### src/rtl/twseq_pkg.sv
package twseq_pkg;

    typedef enum logic [2:0] {
        SQ_BOOT_RST,
        SQ_BOOT_SOFT,
        SQ_IDLE,
        SQ_PRE_RST,
        SQ_PRE_OFF,
        SQ_TX_WAIT,
        SQ_POST_RST,
        SQ_POST_SOFT
    } seq_state_t;

    typedef enum logic [1:0] {
        SH_IDLE,
        SH_LOW,
        SH_HIGH,
        SH_TAIL
    } sh_state_t;

    typedef enum logic [1:0] {
        CMD_LINK_RST,
        CMD_SOFT_RST,
        CMD_LINK_OFF
    } cmd_t;

endpackage

### src/rtl/tw_bit_shifter.sv
module tw_bit_shifter
    import twseq_pkg::*;
#(
    parameter int HALF_DIV = 125,
    parameter int HOLD_CYC = 50,
    parameter int MAX_LEN  = 16,
    localparam int LEN_W   = $clog2(MAX_LEN + 1),
    localparam int CNT_W   = $clog2(HALF_DIV + 1)
) (
    input  logic               clk,
    input  logic               rst_n,
    input  logic               go,
    input  logic [MAX_LEN-1:0] pat,
    input  logic [LEN_W-1:0]   len,
    output logic               sclk,
    output logic               sdata,
    output logic               sh_idle,
    output logic               sh_done
);

    localparam logic [CNT_W-1:0] LAST_C = CNT_W'(HALF_DIV - 1);
    localparam logic [CNT_W-1:0] HOLD_C = CNT_W'(HOLD_CYC);
    localparam logic [CNT_W-1:0] HALF_C = CNT_W'(HALF_DIV);
    localparam logic [LEN_W-1:0] MAXL_C = LEN_W'(MAX_LEN);

    sh_state_t          state, nxt;
    logic [CNT_W-1:0]   cnt;
    logic [MAX_LEN-1:0] shreg;
    logic [LEN_W-1:0]   bits_left;
    logic               clk_q, data_q;
    logic               phase_end, hold_pt;

    assign phase_end = (cnt == LAST_C);
    assign hold_pt   = (cnt == HOLD_C);

    // state register
    always_ff @(posedge clk or negedge rst_n) begin
        if (!rst_n) state <= SH_IDLE;
        else        state <= nxt;
    end

    always_comb begin
        nxt = state;
        unique case (state)
            SH_IDLE: if (go)        nxt = SH_LOW;
            SH_LOW:  if (phase_end) nxt = SH_HIGH;
            SH_HIGH: if (phase_end) nxt = (bits_left == LEN_W'(1)) ? SH_TAIL : SH_LOW;
            SH_TAIL: if (hold_pt)   nxt = SH_IDLE;
            default:                nxt = SH_IDLE;
        endcase
    end

    // registered outputs and datapath
    always_ff @(posedge clk or negedge rst_n) begin
        if (!rst_n) begin
            cnt       <= '0;
            shreg     <= '0;
            bits_left <= '0;
            clk_q     <= 1'b0;
            data_q    <= 1'b0;
        end else begin
            unique case (state)
                SH_IDLE: begin
                    cnt <= '0;
                    if (go) begin
                        shreg     <= pat << (MAXL_C - len);
                        bits_left <= len;
                    end
                end
                SH_LOW: begin
                    cnt <= phase_end ? '0 : cnt + CNT_W'(1);
                    if (hold_pt)   data_q <= shreg[MAX_LEN-1];
                    if (phase_end) clk_q  <= 1'b1;
                end
                SH_HIGH: begin
                    cnt <= phase_end ? '0 : cnt + CNT_W'(1);
                    if (phase_end) begin
                        clk_q     <= 1'b0;
                        shreg     <= shreg << 1;
                        bits_left <= bits_left - LEN_W'(1);
                    end
                end
                SH_TAIL: begin
                    cnt <= cnt + CNT_W'(1);
                    if (hold_pt) data_q <= 1'b0;
                end
                default: cnt <= '0;
            endcase
        end
    end

    assign sclk    = clk_q;
    assign sdata   = data_q;
    assign sh_idle = (state == SH_IDLE);
    assign sh_done = (state == SH_TAIL) && hold_pt;

    // phase-length observers for the checks below
    logic [CNT_W-1:0] hi_run, lo_run;
    always_ff @(posedge clk or negedge rst_n) begin
        if (!rst_n) begin
            hi_run <= '0;
            lo_run <= HALF_C;
        end else begin
            hi_run <= clk_q ? hi_run + CNT_W'(1) : '0;
            if (clk_q)                lo_run <= '0;
            else if (lo_run < HALF_C) lo_run <= lo_run + CNT_W'(1);
        end
    end


    high_len_chk: assert property (@(posedge clk) disable iff (!rst_n)
        $fell(clk_q) |-> (hi_run == HALF_C));

    low_len_chk: assert property (@(posedge clk) disable iff (!rst_n)
        $rose(clk_q) |-> (lo_run >= HALF_C));

    data_hold_chk: assert property (@(posedge clk) disable iff (!rst_n)
        (data_q != $past(data_q)) |-> (!clk_q && !$past(clk_q)));

    idle_rest_chk: assert property (@(posedge clk) disable iff (!rst_n)
        (state == SH_IDLE) |-> (!clk_q && !data_q));

endmodule

### src/rtl/tw_seq_fsm.sv
module tw_seq_fsm
    import twseq_pkg::*;
(
    input  logic clk,
    input  logic rst_n,
    input  logic start_i,
    input  logic tx_done_i,
    input  logic sh_idle,
    input  logic sh_done,
    output logic go,
    output cmd_t cmd_sel,
    output logic busy_o
);

    seq_state_t state, nxt;
    logic       start_pend, done_pend, launched;
    logic       in_cmd;

    // state register
    always_ff @(posedge clk or negedge rst_n) begin
        if (!rst_n) state <= SQ_BOOT_RST;
        else        state <= nxt;
    end

    always_comb begin
        nxt = state;
        unique case (state)
            SQ_BOOT_RST:  if (sh_done)                 nxt = SQ_BOOT_SOFT;
            SQ_BOOT_SOFT: if (sh_done)                 nxt = SQ_IDLE;
            SQ_IDLE:      if (start_i || start_pend)   nxt = SQ_PRE_RST;
            SQ_PRE_RST:   if (sh_done)                 nxt = SQ_PRE_OFF;
            SQ_PRE_OFF:   if (sh_done)                 nxt = SQ_TX_WAIT;
            SQ_TX_WAIT:   if (tx_done_i || done_pend)  nxt = SQ_POST_RST;
            SQ_POST_RST:  if (sh_done)                 nxt = SQ_POST_SOFT;
            SQ_POST_SOFT: if (sh_done)                 nxt = SQ_IDLE;
            default:                                   nxt = SQ_BOOT_RST;
        endcase
    end

    // held requests and command launch flag
    always_ff @(posedge clk or negedge rst_n) begin
        if (!rst_n) begin
            start_pend <= 1'b0;
            done_pend  <= 1'b0;
            launched   <= 1'b0;
        end else begin
            if (state == SQ_IDLE) start_pend <= 1'b0;
            else if (start_i)     start_pend <= 1'b1;

            if ((state == SQ_PRE_RST || state == SQ_PRE_OFF) && tx_done_i)
                done_pend <= 1'b1;
            else if (state == SQ_TX_WAIT)
                done_pend <= 1'b0;

            if (sh_done) launched <= 1'b0;
            else if (go) launched <= 1'b1;
        end
    end

    // outputs
    always_comb begin
        in_cmd  = (state != SQ_IDLE) && (state != SQ_TX_WAIT);
        busy_o  = in_cmd;
        go      = in_cmd && sh_idle && !launched;
        unique case (state)
            SQ_BOOT_SOFT, SQ_POST_SOFT: cmd_sel = CMD_SOFT_RST;
            SQ_PRE_OFF:                 cmd_sel = CMD_LINK_OFF;
            default:                    cmd_sel = CMD_LINK_RST;
        endcase
    end


    off_order_chk: assert property (@(posedge clk) disable iff (!rst_n)
        (state == SQ_PRE_OFF && $past(state) != SQ_PRE_OFF) |-> ($past(state) == SQ_PRE_RST));

    soft_order_chk: assert property (@(posedge clk) disable iff (!rst_n)
        (state == SQ_POST_SOFT && $past(state) != SQ_POST_SOFT) |-> ($past(state) == SQ_POST_RST));

    busy_span_chk: assert property (@(posedge clk) disable iff (!rst_n)
        !sh_idle |-> busy_o);

    held_start_chk: assert property (@(posedge clk) disable iff (!rst_n)
        (state == SQ_IDLE && start_pend) |=> (state == SQ_PRE_RST));

    held_done_chk: assert property (@(posedge clk) disable iff (!rst_n)
        (state == SQ_TX_WAIT && done_pend) |=> (state == SQ_POST_RST));

endmodule

### src/rtl/tx_cmd_sequencer.sv
module tx_cmd_sequencer
    import twseq_pkg::*;
#(
    parameter int               CLK_NS       = 4,
    parameter int               HALF_DIV     = 125,
    parameter int               HOLD_CYC     = 50,
    parameter int               MAX_LEN      = 16,
    parameter int               LINK_RST_LEN = 8,
    parameter logic [MAX_LEN-1:0] LINK_RST_PAT = 16'h008D,
    parameter int               SOFT_RST_LEN = 8,
    parameter logic [MAX_LEN-1:0] SOFT_RST_PAT = 16'h005B,
    parameter int               LINK_OFF_LEN = 8,
    parameter logic [MAX_LEN-1:0] LINK_OFF_PAT = 16'h0037
) (
    input  logic clk,
    input  logic rst_n,
    input  logic start_i,
    input  logic tx_done_i,
    output logic tw_clk_o,
    output logic tw_data_o,
    output logic busy_o
);

    localparam int LEN_W = $clog2(MAX_LEN + 1);

    // elaboration-time timing checks
    if (HALF_DIV * CLK_NS < 500) begin : g_bad_min_phase
        $error("link clock phase shorter than 500 ns");
    end
    if (HALF_DIV * CLK_NS > 50000) begin : g_bad_max_period
        $error("link clock slower than 10 kHz");
    end
    if (HOLD_CYC * CLK_NS < 200 || HOLD_CYC >= HALF_DIV) begin : g_bad_hold
        $error("data hold offset out of range");
    end
    if (2 * HALF_DIV * CLK_NS + 4 * CLK_NS > 15000) begin : g_bad_first_edge
        $error("first falling edge later than 15 us");
    end
    if (LINK_RST_LEN < 1 || LINK_RST_LEN > MAX_LEN ||
        SOFT_RST_LEN < 1 || SOFT_RST_LEN > MAX_LEN ||
        LINK_OFF_LEN < 1 || LINK_OFF_LEN > MAX_LEN) begin : g_bad_len
        $error("command length out of range");
    end

    logic               go, sh_idle, sh_done;
    cmd_t               cmd_sel;
    logic [MAX_LEN-1:0] pat;
    logic [LEN_W-1:0]   len;

    always_comb begin
        unique case (cmd_sel)
            CMD_SOFT_RST: begin pat = SOFT_RST_PAT; len = LEN_W'(SOFT_RST_LEN); end
            CMD_LINK_OFF: begin pat = LINK_OFF_PAT; len = LEN_W'(LINK_OFF_LEN); end
            default:      begin pat = LINK_RST_PAT; len = LEN_W'(LINK_RST_LEN); end
        endcase
    end

    tw_seq_fsm u_fsm (
        .clk       (clk),
        .rst_n     (rst_n),
        .start_i   (start_i),
        .tx_done_i (tx_done_i),
        .sh_idle   (sh_idle),
        .sh_done   (sh_done),
        .go        (go),
        .cmd_sel   (cmd_sel),
        .busy_o    (busy_o)
    );

    tw_bit_shifter #(
        .HALF_DIV (HALF_DIV),
        .HOLD_CYC (HOLD_CYC),
        .MAX_LEN  (MAX_LEN)
    ) u_shift (
        .clk     (clk),
        .rst_n   (rst_n),
        .go      (go),
        .pat     (pat),
        .len     (len),
        .sclk    (tw_clk_o),
        .sdata   (tw_data_o),
        .sh_idle (sh_idle),
        .sh_done (sh_done)
    );

endmodule

### config.mk
export PLATFORM = sky130hd
export DESIGN_NAME = tx_cmd_sequencer
export DESIGN_NICKNAME = d
export VERILOG_FILES = /design/src/rtl/twseq_pkg.sv /design/src/rtl/tw_bit_shifter.sv /design/src/rtl/tw_seq_fsm.sv /design/src/rtl/tx_cmd_sequencer.sv
export SDC_FILE = /design/constraint.sdc
export NUM_CORES = 1
export LEC_CHECK = 0
export BUFFER_PORTS_ARGS = -buffer_cell sky130_fd_sc_hd__buf_4
export CORE_MARGIN = 3
export CORE_UTILIZATION = 55
export CTS_BUF_LIST = sky130_fd_sc_hd__clkbuf_8
export CTS_CLUSTER_DIAMETER = 80
export DETAILED_ROUTE_END_ITERATION = 8
export PLACE_DENSITY = 0.81
export SYNTH_ARGS = -nofsm -noshare
export SYNTH_HDL_FRONTEND = slang
export SYNTH_SLANG_ARGS = --single-unit
### constraint.sdc
create_clock -name clk -period 4.4 [get_ports clk]
set_input_delay 0.66 -clock clk [delete_from_list [all_inputs] [get_ports clk]]
set_output_delay 0.66 -clock clk [all_outputs]
set_load 0.02 [all_outputs]
==> results by group <==
Synthesis
  – Synthesized flop and latch total: 30
  – Fraction of registers with async set or reset after synthesis: 100.0%
  – Post-Synthesis Cells: 186
  – Number of enable flip-flop cells after synthesis: 0
  – Ranking of synthesized cells by area: dfrtp_1 40%, ha_1 9.4%, mux2_2 6.0%
  – Sequential fraction of the synthesis area: 40.32%
  – YS warnings: 0
  – Post-synth top area share: 40.32%
  – Most common cell in the netlist: dfrtp_1
  – Synth Flop Type: dfrtp_1
  – Synth top cells by count: 30 x dfrtp_1, 19 x nor2_1, 14 x ha_1, 14 x inv_1, 11 x nand2_1
  – Synth Area per Inst: 10.01 sq um
  – Syn Nets: 204
  – Post-synth top area cell: dfrtp_1
  – Count of unique library cells instantiated by Yosys: 47
  – Post-Syn Area: 1862 sq um

Global routing
  – Vias in the first global route: 1291
  – Grt met1 use: 24.38%
  – Initial antenna violation count: 0
  – Remaining Overflow, GRT: 0
  – Met2 Usage GRT: 29.29%
  – First-pass GRT wire length: 5920 um
  – Gr busiest metal: met2
  – All-Layer GR Usage: 18.56%
  – Largest net degree at the start of global routing: 31
  – Met3 Track Usage GR: 4.745%

Timing
  – Setup WS post-layout: 2.160 ns
  – Slew Limit Fails: 0
  – Final-report hold violation count: 0
  – Post-route clock period utilization: 50.91%
  – Max Freq: 0.4465 GHz
  – Fin crit period: 2.240 ns
  – RSZ-0062 raised after global routing: no
  – Least-Margin Pin Slew: 0.7765 ns
  – Final TNS setup: 0 ns
  – Slew HR: 48.23%
  – Final setup violating endpoints: 0
  – Layout Skew: 0.008454 ns

CTS
  – Total CTS buffers: 5
  – Post-cts resize count: 0
  – Cts-stage hold buffer count: 0
  – Clk sinks: 30
  – Skew-Pair Late Insertion Delay: 0.29 ns
  – Post-CTS Repair Setup Buffers: 0
  – Clock transition at path regs: 0.07 ns
  – H-tree depth: 2
  – CTS root buffer: clkbuf_8
  – Max clock buf depth: 2
  – CTS tree: done

Drt
  – Total wire length after detailed routing: 3433 um
  – Drt wl/cell: 14.36 um
  – Detail Route Antenna Nets: 0
  – Drt first-iter violations: 87
  – Drt pass-1 iters: 4
  – Vias: 1394
  – DRC: 0
  – Via density: 5.833

Placed design
  – Detailed placer's ending HPWL: 2413 um
  – Routability congestion estimate: 0.8288
  – Pre-CTS WS: 2.164 ns
  – Port bufs: 6

Min path
  – Worst Hold Class: in -> async

Worst setup path
  – Critical path class: reg -> reg
  – Critical Path Sink: u_shift.state[1]
  – WP depth: 6
  – Crit path launch: u_shift.state[0]
  – Crit path buffers/inverters: 2
  – Slowest library cell on the worst path: ha_1
  – Slowest cell delay on critical path: 0.68 ns
  – Cell family with most CP delay: adder cells
  – Crit-path cells: inv_1 > ha_1 > inv_1 > nor4_1 > a21oi_1 > a21oi_1
  – Worst reg2reg setup slack: 2.16 ns
  – R2R cell count: 6
  – Worst Setup Start Kind: register
  – R2R Path Start: u_shift.state[0]
  – Req. time, crit path: 4.62 ns
  – Reg-to-Reg End: u_shift.state[1]
  – Worst path arrival time: 2.46 ns
  – CP Capture Type: register
  – Worst Path Max Fanout: 23

Floorplan
  – Row cnt: 20
  – Initial core utilization: 59.05%
  – Die Width: 64.18 um
  – Die area: 4119 sq um
  – Die Span Y: 64.18 um
  – Core area: 3153 sq um
  – IO Pins: 7

Cells and area
  – Nets: 212
  – Inserted Diodes: 0
  – Fill count: 268
  – Final core occ: 64.80%
  – Area grow syn2layout: 9.745%
  – Fraction of layout cells with a size suffix above 1: 15.90%

Power and ir drop
  – Power density cells: 272.6 nW/um^2
  – Maximum vdd drop: 0.1945 mV
  – Pleak: 0.8416 nW

Status
  – Outcome: finished clean

Flow run
  – Max-cap violations: 0
cell usage in the layout, fill, tap and decap left out, types with 2 or more instances in the layout:
cell type,Yosys,routed
a21oi_1,6,6
ha_1,14,14
mux2i_1,5,5
o21ai_1,2,2
and3_1,5,5
nand2_1,11,11
or3_1,2,2
clkbuf_8,0,5
nand3_1,8,8
xnor2_1,3,3
mux2_2,10,10
nor2_1,19,19
o21ai_0,10,10
o22ai_1,2,2
xor2_1,3,3
o221ai_1,2,2
a21boi_0,2,2
dfrtp_1,30,30
buf_4,0,6
nor4_1,3,3
a21o_1,2,2
inv_1,14,15
nand2b_1,5,5
metrics by stage:
stage,power (mW),cells,cell area (sq um),hold WS [ns]
after global routing,0.5812,239,2043,0.3073
after CTS,0.5663,239,2043,0.2964
after floorplan,0.2814,186,1862,0.3644
final,0.5570,239,2043,0.2902
after detailed placement,0.2892,231,1933,0.4812
after global placement,0.2890,231,1933,0.4720
worst min-delay path by stage:
stage,slack [ns],to,depth (start not counted)
final,0.29,u_shift.state[1],1
after detailed placement,0.48,u_shift.cnt[0],1
after global placement,0.47,u_shift.cnt[0],1
after global routing,0.31,u_shift.bits_left[0],1
after CTS,0.30,u_shift.bits_left[0],1
after floorplan,0.36,u_fsm.done_pend,0
per-layer routing:
metal	share of wire, %	routed length [um]
met4	1.7	58
met3	3.3	112
met2	47	1622
met1	48	1640
met5	0	0
state kept, by name, indices dropped and copies added, names as in the netlist:
| register | cells |
|---|---|
| u_shift.sdata | 1 |
| u_shift.cnt | 7 |
| u_fsm.state | 3 |
| u_shift.shreg | 8 |
| u_fsm.start_pend | 1 |
| u_fsm.launched | 1 |
| u_shift.bits_left | 5 |
| u_fsm.done_pend | 1 |
| u_shift.sclk | 1 |
| u_shift.state | 2 |
logic make-up after synthesis:
group / Yosys count / share of synthesized area, %
simple gates: 61 / 17.20
compound gates: 41 / 17.14
flops: 30 / 40.32
buf+inv: 19 / 4.368
mux: 15 / 8.737
fa+ha+maj: 14 / 9.409
xor+xnor: 6 / 2.823
power breakdown:
| group | total, mW | leakage [nW] | internal (mW) | switching, mW |
|---|---|---|---|---|
| logic | 0.00778 | 0.434 | 0.00201 | 0.00577 |
| registers | 0.276 | 0.352 | 0.276 | 0.0000000000000000110 |
| clock network | 0.273 | 0.0556 | 0.166 | 0.107 |
| total | 0.557 | 0.842 | 0.444 | 0.113 |
final cells by class:
| type | count | area [sq um] | share of cell area (%) |
|---|---|---|---|
| well taps | 44 | 55.05 | 2.694 |
| repair buffers | 6 | 45.04 | 2.205 |
| inverters | 14 | 52.55 | 2.572 |
| clock buffers | 5 | 68.82 | 3.368 |
| multi-input cells | 137 | 1030 | 50.40 |
| clock inverters | 3 | 41.29 | 2.021 |
| flip-flops and latches | 30 | 750.7 | 36.74 |
Power figures use the tool's default switching activity.
